$ cat config.mk
export PLATFORM = sky130hd
export DESIGN_NAME = tmr8_count_unit
export DESIGN_NICKNAME = d
export VERILOG_FILES = /design/src/rtl/tmr8_pkg.sv /design/src/rtl/tmr8_cnt_core.sv /design/src/rtl/tmr8_cmp_buf.sv /design/src/rtl/tmr8_flags.sv /design/src/rtl/tmr8_count_unit.sv
export SDC_FILE = /design/constraint.sdc
export NUM_CORES = 1
export LEC_CHECK = 0
export ABC_AREA = 1
export ABC_CLOCK_PERIOD_IN_PS = 2000
export BUFFER_PORTS_ARGS = -buffer_cell sky130_fd_sc_hd__buf_2
export CAP_MARGIN = 10
export CORE_MARGIN = 2
export CORE_UTILIZATION = 30
export DETAILED_ROUTE_END_ITERATION = 8
export GPL_TIMING_DRIVEN = 0
export PLACE_DENSITY = 0.57
export SYNTH_ARGS = -nofsm -noshare
export SYNTH_HDL_FRONTEND = slang
export SYNTH_HIERARCHICAL = 1
export SYNTH_SLANG_ARGS = --single-unit
export TNS_END_PERCENT = 50
$ cat constraint.sdc
create_clock -name clk -period 2 [get_ports clk]
set_input_delay 0.2 -clock clk [delete_from_list [all_inputs] [get_ports clk]]
set_output_delay 0.2 -clock clk [all_outputs]
set_load 0.05 [all_outputs]
$ cat src/rtl/tmr8_pkg.sv
package tmr8_pkg;
    typedef enum logic [1:0] {
        BUF_NOW   = 2'd0,
        BUF_TOP   = 2'd1,
        BUF_BOT   = 2'd2,
        BUF_NOW_B = 2'd3
    } buf_mode_e;

    localparam int FLAG_OVF = 0;
    localparam int FLAG_CMP = 1;
    localparam int NFLAGS   = 2;
endpackage

$ cat src/rtl/tmr8_cnt_core.sv
module tmr8_cnt_core #(
    parameter int W = 8
) (
    input  logic         clk,
    input  logic         rst_n,
    input  logic         tick_i,
    input  logic         dir_down_i,
    input  logic         clr_i,
    input  logic         wr_i,
    input  logic [W-1:0] wdata_i,
    input  logic [W-1:0] top_val_i,
    output logic [W-1:0] cnt_o,
    output logic         at_top_o,
    output logic         at_bottom_o,
    output logic         wrap_o
);
    localparam logic [W-1:0] MAXV = {W{1'b1}};
    localparam logic [W-1:0] ZERO = '0;

    typedef struct packed {
        logic [W-1:0] cnt;
    } core_st_t;

    core_st_t st_q, st_d;

    assign cnt_o       = st_q.cnt;
    assign at_top_o    = (st_q.cnt == top_val_i);
    assign at_bottom_o = (st_q.cnt == ZERO);
    assign wrap_o      = tick_i && !wr_i && !clr_i && !dir_down_i && (st_q.cnt == MAXV);

    always_comb begin
        st_d = st_q;
        if (wr_i) begin
            st_d.cnt = wdata_i;
        end else if (tick_i) begin
            if (clr_i)
                st_d.cnt = ZERO;
            else if (dir_down_i)
                st_d.cnt = st_q.cnt - 1'b1;
            else if (at_top_o)
                st_d.cnt = ZERO;
            else
                st_d.cnt = st_q.cnt + 1'b1;
        end
    end

    always_ff @(posedge clk or negedge rst_n) begin
        if (!rst_n) st_q <= '0;
        else        st_q <= st_d;
    end

    p_wr_prio_r2: assert property (@(posedge clk) disable iff (!rst_n)
        wr_i |=> (cnt_o == $past(wdata_i)));
    p_hold_r3: assert property (@(posedge clk) disable iff (!rst_n)
        (!tick_i && !wr_i) |=> $stable(cnt_o));
    p_clr_r4: assert property (@(posedge clk) disable iff (!rst_n)
        (tick_i && clr_i && !wr_i) |=> (cnt_o == ZERO));
    p_down_r4: assert property (@(posedge clk) disable iff (!rst_n)
        (tick_i && dir_down_i && !clr_i && !wr_i) |=> (cnt_o == $past(cnt_o) - 1'b1));
endmodule

$ cat src/rtl/tmr8_cmp_buf.sv
module tmr8_cmp_buf #(
    parameter int W = 8
) (
    input  logic         clk,
    input  logic         rst_n,
    input  logic [1:0]   mode_i,
    input  logic         wr_i,
    input  logic [W-1:0] wdata_i,
    input  logic         tick_i,
    input  logic         at_top_i,
    input  logic         at_bottom_i,
    output logic [W-1:0] act_o
);
    import tmr8_pkg::*;

    typedef struct packed {
        logic [W-1:0] bufv;
        logic [W-1:0] act;
    } cmp_st_t;

    cmp_st_t   st_q, st_d;
    buf_mode_e mode;

    assign mode  = buf_mode_e'(mode_i);
    assign act_o = st_q.act;

    always_comb begin
        st_d = st_q;
        if (wr_i) st_d.bufv = wdata_i;
        case (mode)
            BUF_TOP: if (tick_i && at_top_i)    st_d.act = st_q.bufv;
            BUF_BOT: if (tick_i && at_bottom_i) st_d.act = st_q.bufv;
            default: if (wr_i)                  st_d.act = wdata_i;
        endcase
    end

    always_ff @(posedge clk or negedge rst_n) begin
        if (!rst_n) st_q <= '0;
        else        st_q <= st_d;
    end

    p_imm_r9: assert property (@(posedge clk) disable iff (!rst_n)
        (wr_i && (mode_i == 2'd0 || mode_i == 2'd3)) |=> (act_o == $past(wdata_i)));
    p_buf_hold_r10: assert property (@(posedge clk) disable iff (!rst_n)
        (!tick_i && (mode_i == 2'd1 || mode_i == 2'd2)) |=> $stable(act_o));
endmodule

$ cat src/rtl/tmr8_flags.sv
module tmr8_flags #(
    parameter int W = 8
) (
    input  logic                        clk,
    input  logic                        rst_n,
    input  logic                        tick_i,
    input  logic                        cnt_wr_i,
    input  logic [W-1:0]                cnt_i,
    input  logic [W-1:0]                cmp_i,
    input  logic                        wrap_i,
    input  logic [tmr8_pkg::NFLAGS-1:0] clr_i,
    output logic                        ovf_o,
    output logic                        cmp_o
);
    import tmr8_pkg::*;

    typedef struct packed {
        logic ovf;
        logic cf;
    } flag_st_t;

    flag_st_t st_q, st_d;
    logic     match;

    assign match = tick_i && !cnt_wr_i && (cnt_i == cmp_i);
    assign ovf_o = st_q.ovf;
    assign cmp_o = st_q.cf;

    always_comb begin
        st_d     = st_q;
        st_d.ovf = wrap_i || (st_q.ovf && !clr_i[FLAG_OVF]);
        st_d.cf  = match  || (st_q.cf  && !clr_i[FLAG_CMP]);
    end

    always_ff @(posedge clk or negedge rst_n) begin
        if (!rst_n) st_q <= '0;
        else        st_q <= st_d;
    end

    p_ovf_set_r6: assert property (@(posedge clk) disable iff (!rst_n)
        wrap_i |=> ovf_o);
    p_cmp_set_r7: assert property (@(posedge clk) disable iff (!rst_n)
        (tick_i && !cnt_wr_i && cnt_i == cmp_i) |=> cmp_o);
    p_ovf_clr_r8: assert property (@(posedge clk) disable iff (!rst_n)
        (clr_i[FLAG_OVF] && !wrap_i) |=> !ovf_o);
endmodule

$ cat src/rtl/tmr8_count_unit.sv
module tmr8_count_unit #(
    parameter int W = 8
) (
    input  logic         clk,
    input  logic         rst_n,
    input  logic         tick_i,
    input  logic         dir_down_i,
    input  logic         clr_i,
    input  logic         top_sel_i,
    input  logic [1:0]   buf_mode_i,
    input  logic         cnt_wr_i,
    input  logic         cmp_wr_i,
    input  logic [W-1:0] wdata_i,
    input  logic [1:0]   flag_clr_i,
    output logic [W-1:0] cnt_o,
    output logic [W-1:0] cmp_o,
    output logic         at_top_o,
    output logic         at_bottom_o,
    output logic         ovf_flag_o,
    output logic         cmp_flag_o
);
    localparam logic [W-1:0] MAXV = {W{1'b1}};

    logic [W-1:0] act_cmp;
    logic [W-1:0] top_val;
    logic         wrap;

    assign top_val = top_sel_i ? act_cmp : MAXV;
    assign cmp_o   = act_cmp;

    tmr8_cnt_core #(.W(W)) u_core (
        .clk         (clk),
        .rst_n       (rst_n),
        .tick_i      (tick_i),
        .dir_down_i  (dir_down_i),
        .clr_i       (clr_i),
        .wr_i        (cnt_wr_i),
        .wdata_i     (wdata_i),
        .top_val_i   (top_val),
        .cnt_o       (cnt_o),
        .at_top_o    (at_top_o),
        .at_bottom_o (at_bottom_o),
        .wrap_o      (wrap)
    );

    tmr8_cmp_buf #(.W(W)) u_cmp (
        .clk         (clk),
        .rst_n       (rst_n),
        .mode_i      (buf_mode_i),
        .wr_i        (cmp_wr_i),
        .wdata_i     (wdata_i),
        .tick_i      (tick_i),
        .at_top_i    (at_top_o),
        .at_bottom_i (at_bottom_o),
        .act_o       (act_cmp)
    );

    tmr8_flags #(.W(W)) u_flags (
        .clk      (clk),
        .rst_n    (rst_n),
        .tick_i   (tick_i),
        .cnt_wr_i (cnt_wr_i),
        .cnt_i    (cnt_o),
        .cmp_i    (act_cmp),
        .wrap_i   (wrap),
        .clr_i    (flag_clr_i),
        .ovf_o    (ovf_flag_o),
        .cmp_o    (cmp_flag_o)
    );

    p_top_r5: assert property (@(posedge clk) disable iff (!rst_n)
        (!top_sel_i && cnt_o == MAXV) |-> at_top_o);
    p_bot_r5: assert property (@(posedge clk) disable iff (!rst_n)
        at_bottom_o |-> (cnt_o == '0));
endmodule

# After elaboration in Yosys (flattened, before gate mapping)
# Index checks and enable logic that the tools add are counted.
dict set report totals {
  latch_bits 0
  ramBits 0
  word_cells 44
  output_inout_bits 20
  ff_bits 26
  in_bits 20
  rom_bits 0
  memories 0
}
dict set report op_classes {
  reduce_logical 20
  n_addsub 2
  n_div 0
  shift 0
  muxes 10
  n_bitwise 0
  mul 0
  n_eq_ne 7
  order_cmp 0
}
# cell count
set ops {}
lappend ops {{two-way mux 8 bit} 9}
lappend ops {{equality test 8 bit} 2}
lappend ops {{one-hot mux 8 bit (2 select lines)} 1}
lappend ops {{logical AND 1 bit} 9}
lappend ops {{adder 8 x 1 -> 8 bit (second input constant)} 1}
lappend ops {{equality test 8 bit (second input constant)} 1}
lappend ops {{logical NOT 8 bit} 1}
lappend ops {{subtractor 8 x 1 -> 8 bit (second input constant)} 1}
lappend ops {{logical NOT 1 bit} 5}
lappend ops {{!= test 2 x 1 -> 1 bit (second input constant)} 2}
lappend ops {{AND reduction 3 bit} 1}
lappend ops {{nonzero test 3 bit} 1}
lappend ops {{equality test 2 x 1 -> 1 bit (second input constant)} 1}
lappend ops {{equality test 2 bit (second input constant)} 1}
lappend ops {{logical OR 1 bit} 2}
lappend ops {{nonzero test 2 bit} 1}

# Depth between registers and ports, before layout
# Gate-level depths: netlist of run 1.
dict set report logic_depth {
  ltp_word 7
  mapped_depth 15
  depth_no_buf 14
}

# Hierarchy
# The synthesis of run 1 kept the hierarchy.
# module cells_each area_per_inst_um2 instances seq_area_each_um2
set by_module_without_submodules {}
lappend by_module_without_submodules {tmr8_cnt_core 159 969.7 1 200.2}
lappend by_module_without_submodules {tmr8_cmp_buf 111 867.1 1 400.4}
lappend by_module_without_submodules {tmr8_flags 48 237.7 1 50.0}
lappend by_module_without_submodules {tmr8_count_unit 17 65.1 1 0.0}

# Worst setup path before layout of run 1
# OpenSTA, ideal clock, no wires.
dict set report synth_timing {
  path_kind {register to register}
  start {reg u_core.st_q, in the netlist u_core/cnt_o[0]}
  end {reg u_cmp.st_q, in the netlist u_cmp/act_o[0]}
  n_path_buf 0
  path_stages_with_launch 10
  setup_ns 0.118
  slack_ns -0.397
  period_less_slack_ns 2.397
  t_arrival_ns 2.278
  required_time_ns 1.882
  path_cell_list {dfrtp_1 -> inv_2 -> ha_1 -> nand3_1 -> nor2_1 -> nand2_1 -> nand2_2 -> nand3_4 -> nand2_1 -> nand2_1}
}
dict set report synth_via {
  elab_chain_len 4
  elab_cells_between_ends 7
  classes_between {3 x eq/ne; 4 x reduce/logical}
}
# element line_no
set synth_rtl {}
lappend synth_rtl {{start, declared} tmr8_cnt_core.sv:24} ;# core_st_t st_q, st_d;
lappend synth_rtl {{start signal, assigned} tmr8_cnt_core.sv:49} ;# else st_q <= st_d;
lappend synth_rtl {{logical NOT 8 bit} tmr8_cnt_core.sv:28} ;# assign at_bottom_o = (st_q.cnt == ZERO);
lappend synth_rtl {{net at_bottom_o} tmr8_count_unit.sv:18} ;# output logic at_bottom_o,
lappend synth_rtl {{logical AND 1 bit} tmr8_cmp_buf.sv:32} ;# BUF_BOT: if (tick_i && at_bottom_i) st_d.act = st_q.bufv;
lappend synth_rtl {{!= test 2 x 1 -> 1 bit (no source line)} --}
lappend synth_rtl {{AND reduction 3 bit (no source line)} --}
lappend synth_rtl {{end signal, assigned} tmr8_cmp_buf.sv:39} ;# else st_q <= st_d;
lappend synth_rtl {{end, declared} tmr8_cmp_buf.sv:21} ;# cmp_st_t st_q, st_d;
# The timed path passes the listed nets, and every way through them passes these cells.
# A chain may end at the register's enable or synchronous reset.

# Final worst setup path of run 1
dict set report layout_timing {
  start {reg u_core.st_q, in the netlist u_core/cnt_o[3]}
  end {out at_top_o}
}
dict set report layout_via {
  elab_chain_len 1
}
# element line_no
set layout_rtl {}
lappend layout_rtl {{equality test 8 bit} tmr8_cnt_core.sv:27} ;# assign at_top_o = (st_q.cnt == top_val_i);
lappend layout_rtl {{end, declared} tmr8_count_unit.sv:17} ;# output logic at_top_o,
# No other way between the ends.

==> flow_summary.toml, run 1 <==
[logic_synthesis]
synth-seq-area-share = 0.3041
yosysWarnings = 6
synth_cells = 335
syn_nets = 360
ys_ff_latch = 26
syn_area_per_cell_um2 = 6.387
netlist-cell-type-count = 30
synth_area_um2 = 2140

[layout]
antenna_cells = 0
final_core_util = 0.3756
drive_gt1_frac = 0.2533
area_growth_pct = 19.94
finalNetCount = 406
final_cells = 475
design_area_um2 = 2566

[power]
internal_power_uw = 980.8
p_total_uw = 1732
p_sw_frac = 0.4335
combPwrFrac = 0.455
p_seq_frac = 0.374
power_density_nw_per_um2 = 674.7
peakVddDrop_mv = 0.2409
p_sw_uw = 750.7
clock_power_share = 0.171
leakage_uw = 0.001454

[placed_design]
placed_cells_incl_taps = 467
io_buffers = 36
place_congestion = 0.8717
place_area_um2 = 2461
dpl.hpwl_um = 4422

[global_routing]
grt_use_total = 0.1557
grt_pass1_vias = 1929
grt_pass1_wl_um = 9466
antenna_found_initial = 0
gr-total-overflow = 0
grt_start_max_net_pins = 27

[worst_setup_path]
path_max_fanout = 10
crit_path_end_kind = "output pin"
critPathArrivalTime_ns = 1.65
cp.required_ns = 1.80
crit_type = "flop to output pin"
start_kind = "flop"

[routing]
wl_met2_um = 2571
wl_met1_um = 2881
top_layer = "met4"
vias = 2085
routedWlPerCell_um = 12.16
wl_met3_um = 314
antenna_left = 0
drc = 0
viasPerCell = 4.389
routed_wl_um = 5777
firstDrtPassIters = 4
drtIter0Drc = 92

[cts]
cts_buffers = 3
cts_tree = "done"
insertion_delay_ns = 0.27
clk_pin_slew_ns = 0.09
root_buffer = "clkbuf_8"
cts.path.max_buffers = 2
htreeDepth = 1
cts.sinks = 26

[sta]
worst_pin_slew_ns = 0.6109
fmax_ghz = 0.5396
slew_headroom = 0.5927
drv_slew = 0
hold_viol = 0
rsz0062_at_grt = "false"
tns_ns = 0
finalCritPeriodShare = 0.9265
skew_ns = 0.003404
finalSetupViolations = 0
finalCriticalPeriod_ns = 1.853

[die]
initial_utilization = 0.3132
row_count = 30
core_um2 = 6832
die_x_um = 88.45
die_h_um = 88.45
ioPinCount = 40
dieArea_um2 = 7823

[min_path]
hold_path.class = "input port to flop"

[job]
drv_cap = 0

[status]
status = "completed"
-- Yosys cell counts --
cell type	instances	area (µm²)
nor3b_4	1	18.77
a21oi_1	2	10.01
buf_4	9	67.56
o21bai_1	1	7.510
a22oi_1	7	52.55
clkinv_1	2	7.510
nand3_2	3	30.03
o21ai_0	3	15.01
nand2_1	149	559.3
nand2_4	1	11.26
ha_1	5	62.56
nor2_2	6	37.54
o21bai_2	1	11.26
inv_1	40	150.1
buf_2	5	25.02
nor2_4	1	11.26
nand2_2	4	25.02
nor2_1	19	71.32
nand3_1	14	70.07
o211ai_1	1	7.510
nand3b_1	2	15.01
nand3_4	1	17.52
dfrtp_1	26	650.6
nor3_1	1	5.000
xor2_1	3	26.28
nand4_1	10	62.56
xnor2_1	3	26.28
inv_2	7	26.28
buf_6	3	33.78
o21ai_1	5	25.02
-- kinds of logic after synthesis --
kind of cell / Yosys count / share of synthesized area
and+or+nand+nor: 212 / 0.4368
buffers and inverters: 66 / 0.1450
DFF: 26 / 0.3041
xor gates and xnor gates: 6 / 0.02457
adders and majority gates: 5 / 0.02924
AOI/OAI and AO/OA: 20 / 0.06023
-- critical path: stages (launching register included) --
cell	delay, ns
dfrtp_2	0.43
buf_4	0.19
xnor2_1	0.16
nand2_1	0.10
nor2_4	0.17
nand2_4	0.09
clkinvlp_4	0.09
buf_6	0.15
-- area by class of cell --
class	instances	area, µm²
fill	753	4265
multi-input combinational	243	1204
sequential	26	660.6
timing repair buffer	41	226.5
inverter	49	187.7
buffer	17	126.4
tap	96	120.1
clock buffer	3	41.29
-- final timing paths --
check | startpoint | cells after the start | to | slack (ns)
min reg2reg | u_cmp/st_q[10] | 2 | u_cmp/st_q[10] | 0.48
min | flag_clr_i[0] | 2 | u_flags/ovf_o | 0.1
max | u_core/cnt_o[3] | 7 | at_top_o | 0.15
max reg2reg | u_core/cnt_o[3] | 11 | u_cmp/act_o[6] | 0.17
min in group asynchronous | rst_n | 2 | u_core/cnt_o[2] | 0.47
max in group asynchronous | rst_n | 2 | u_core/cnt_o[6] | 1.09
-- flip-flops by register name (all words and copies together), names as in the netlist --
register       cells
u_core/cnt_o       8
u_cmp/st_q         8
u_flags/cmp_o      1
u_flags/ovf_o      1
u_cmp/act_o        8
-- power groups by stage --
stage	sequential [µW]	clock (µW)	combinational [µW]
5_1_grt	658	334	882
3_3_place_gp	659	0	766
3_5_place_dp	660	0	771
6_report	647	296	788
4_1_cts	649	312	776
2_1_floorplan	700	0	540
-- metal layers --
metal | up-vias | GRT usage
li1 | 1108 | -
met1 | 931 | 0.2259
met2 | 44 | 0.2495
met3 | 2 | 0.02799
met4 | 0 | 0.01928
met5 | - | 0
-- timing repair --
item	4_1_cts	5_1_grt
pin swaps	0	4
hold buffers	1	0
buffers inserted	0	4
resized for setup	1	5
hold endpoints to repair	26	0
setup endpoints to repair	1	9
-- cells in the final DEF (no fill, tap or decap), drive strengths merged --
master,instances
clkinvlp,1
o21ai,8
inv,46
nand2,154
o21bai,2
nor3b,1
nand3,18
a21oi,2
xor2,3
o211ai,1
a22oi,7
ha,5
dlygate4sd3,1
dfrtp,26
nor2,26
clkbuf,3
nand4,10
nor3,1
buf,57
xnor2,3
clkinv,2
nand3b,2
-- stage by stage --
step           hold slack [ns]  worst slack (ns)
6_report               0.09842            0.1469
5_1_grt                0.09235           0.01173
4_1_cts                0.08838           0.01603
3_5_place_dp            0.2523           0.09682
3_3_place_gp            0.2452            0.1192
2_1_floorplan         -0.09559           0.04183
(Power assumes the default switching activity.)
==> run 2: changes to the inputs <==
- CORE_UTILIZATION: 30 -> 50
- PLACE_DENSITY: 0.57 -> 0.82
==> flow_summary.toml, run 2 (synthesis results as in run 1) <==
[status]
status = "completed"

[sta]
worst_pin_slew_ns = 0.5786
holdWs_ns = 0.1054
skew_ns = 0.001557
finalSetupViolations = 0
fmax_ghz = 0.5337
slew_headroom = 0.6143
rsz0062_at_grt = "true"
layout_setup_ws_ns = 0.1264
drv_slew = 0
hold_viol = 0
finalCriticalPeriod_ns = 1.874
finalCritPeriodShare = 0.9368

[layout]
area_growth_pct = 16.37
n_fill_cell = 392
antenna_cells = 0
finalNetCount = 402
drive_gt1_frac = 0.2473
seq_area_um2 = 660.6
most-common-layout-cells = "nand2_1 (148), inv_1 (39), buf_2 (39)"
multi_input_area_um2 = 1199
final_common_cell = "nand2_1"
final_core_util = 0.6136
design_area_um2 = 2490

[worst_setup_path]
critPathArrivalTime_ns = 1.67
cp.required_ns = 1.80
start_kind = "flop"
crit_type = "flop to output pin"
r2r-end = "u_cmp/act_o[1]"
r2r_slack_ns = 0.13
r2r_cells = 13
startpoint = "u_cmp/act_o[2]"
r2r-start = "u_cmp/act_o[2]"
path_max_fanout = 4
crit_path_end_kind = "output pin"

[min_path]
hold_path_end = "u_flags/ovf_o"
worstHoldPathCells = 2
hold_path.class = "input port to flop"
hold_start = "flag_clr_i[0]"

[die]
row_count = 23
core_um2 = 4058
ioPinCount = 40
die_h_um = 69.42
die_x_um = 69.42
dieArea_um2 = 4818
initial_utilization = 0.5273

[cts]
root_buffer = "clkbuf_8"
htreeDepth = 1
cts.path.max_buffers = 2
cts_buffers = 3
insertion_delay_ns = 0.27
cts_tree = "done"
clk_pin_slew_ns = 0.09
cts.sinks = 26

[placed_design]
place_area_um2 = 2404
dp_slack_ns = 0.1220
dpl.hpwl_um = 4062
place_congestion = 0.9005
io_buffers = 36

[power]
power_density_nw_per_um2 = 708.4
clock_power_share = 0.191
internal_power_uw = 1013
leakage_uw = 0.001428
p_seq_frac = 0.371
p_total_uw = 1764
peakVddDrop_mv = 0.3870
p_sw_uw = 750.5
combPwrFrac = 0.438
p_sw_frac = 0.4255

[global_routing]
grt_use_total = 0.2237
antenna_found_initial = 0
grt_pass1_vias = 1943
gr-total-overflow = 0
grt_start_max_net_pins = 27
busiest_layer = "met2"
grt_pass1_wl_um = 8714
grt_use_met1 = 0.3000
met3_usage = 0.02326
grtUsageMet2 = 0.3889

[routing]
antenna_left = 0
firstDrtPassIters = 5
viasPerCell = 5.061
drc = 0
drtIter0Drc = 137
routed_wl_um = 5411
vias = 2156
routedWlPerCell_um = 12.70

[job]
drv_cap = 0
==> run 2: changes by cell type in the layout (fill, tap and decap cells not counted), sizes merged <==
cell,change
clkbuf,+1
buf,-4
==> run 2: power by group through the flow <==
stage / combinational (µW) / clock (µW) / sequential (µW)
after floorplan: 540 / 0 / 700
after global placement: 752 / 0 / 656
after detailed placement: 763 / 0 / 658
after CTS: 769 / 346 / 648
after global routing: 851 / 365 / 661
final: 773 / 337 / 654
==> run 2: how the worst max path moves through the flow <==
stage | to | slack, ns | depth (start not counted)
finish | at_top_o | 0.13 | 9
CTS | at_top_o | 0.01 | 9
global placement | u_cmp/act_o[4] | 0.15 | 13
detailed placement | u_cmp/act_o[1] | 0.12 | 13
floorplan | u_cmp/act_o[0] | 0.04 | 11
global route | u_cmp/act_o[3] | -0.02 | 15
==> run 2: area by class of cell <==
cell class              instances  area share
multi-input cells             243      0.4814
flip-flops and latches         26      0.2653
repair buffers                 38     0.08191
inverters                      49     0.07538
plain buffers                  16     0.04874
well taps                      50     0.02513
clock buffers                   4     0.02211
==> run 2: repair_timing <==
| action | CTS | global route |
|---|---|---|
| buffers inserted | 0 | 1 |
| endpoints found under the hold margin | 26 | 0 |
| hold buffers | 1 | 0 |
| setup endpoints to repair | 0 | 9 |
| resized for setup | 0 | 6 |
==> run 2: metrics by stage <==
step / instances / setup TNS, ns
final: 426 / 0
after global routing: 426 / -0.03932
after CTS: 426 / 0
after detailed placement: 421 / 0
after global placement: 421 / 0
after floorplan: 335 / 0
==> run 2: per-layer routing <==
metal	wire length, µm	vias to the layer above
met5	0	-
met2	2638	64
li1	-	1097
met3	276	4
met1	2454	991
met4	41	0
==> run 2: worst max-delay path: stages (launching register included) <==
cell and delay (ns):
dfrtp_1 0.39, buf_4 0.15, inv_1 0.04, nand2_1 0.05
xnor2_1 0.16, nand2_1 0.11, nor2_4 0.14, nand2_2 0.10
clkinvlp_4 0.10, buf_6 0.15
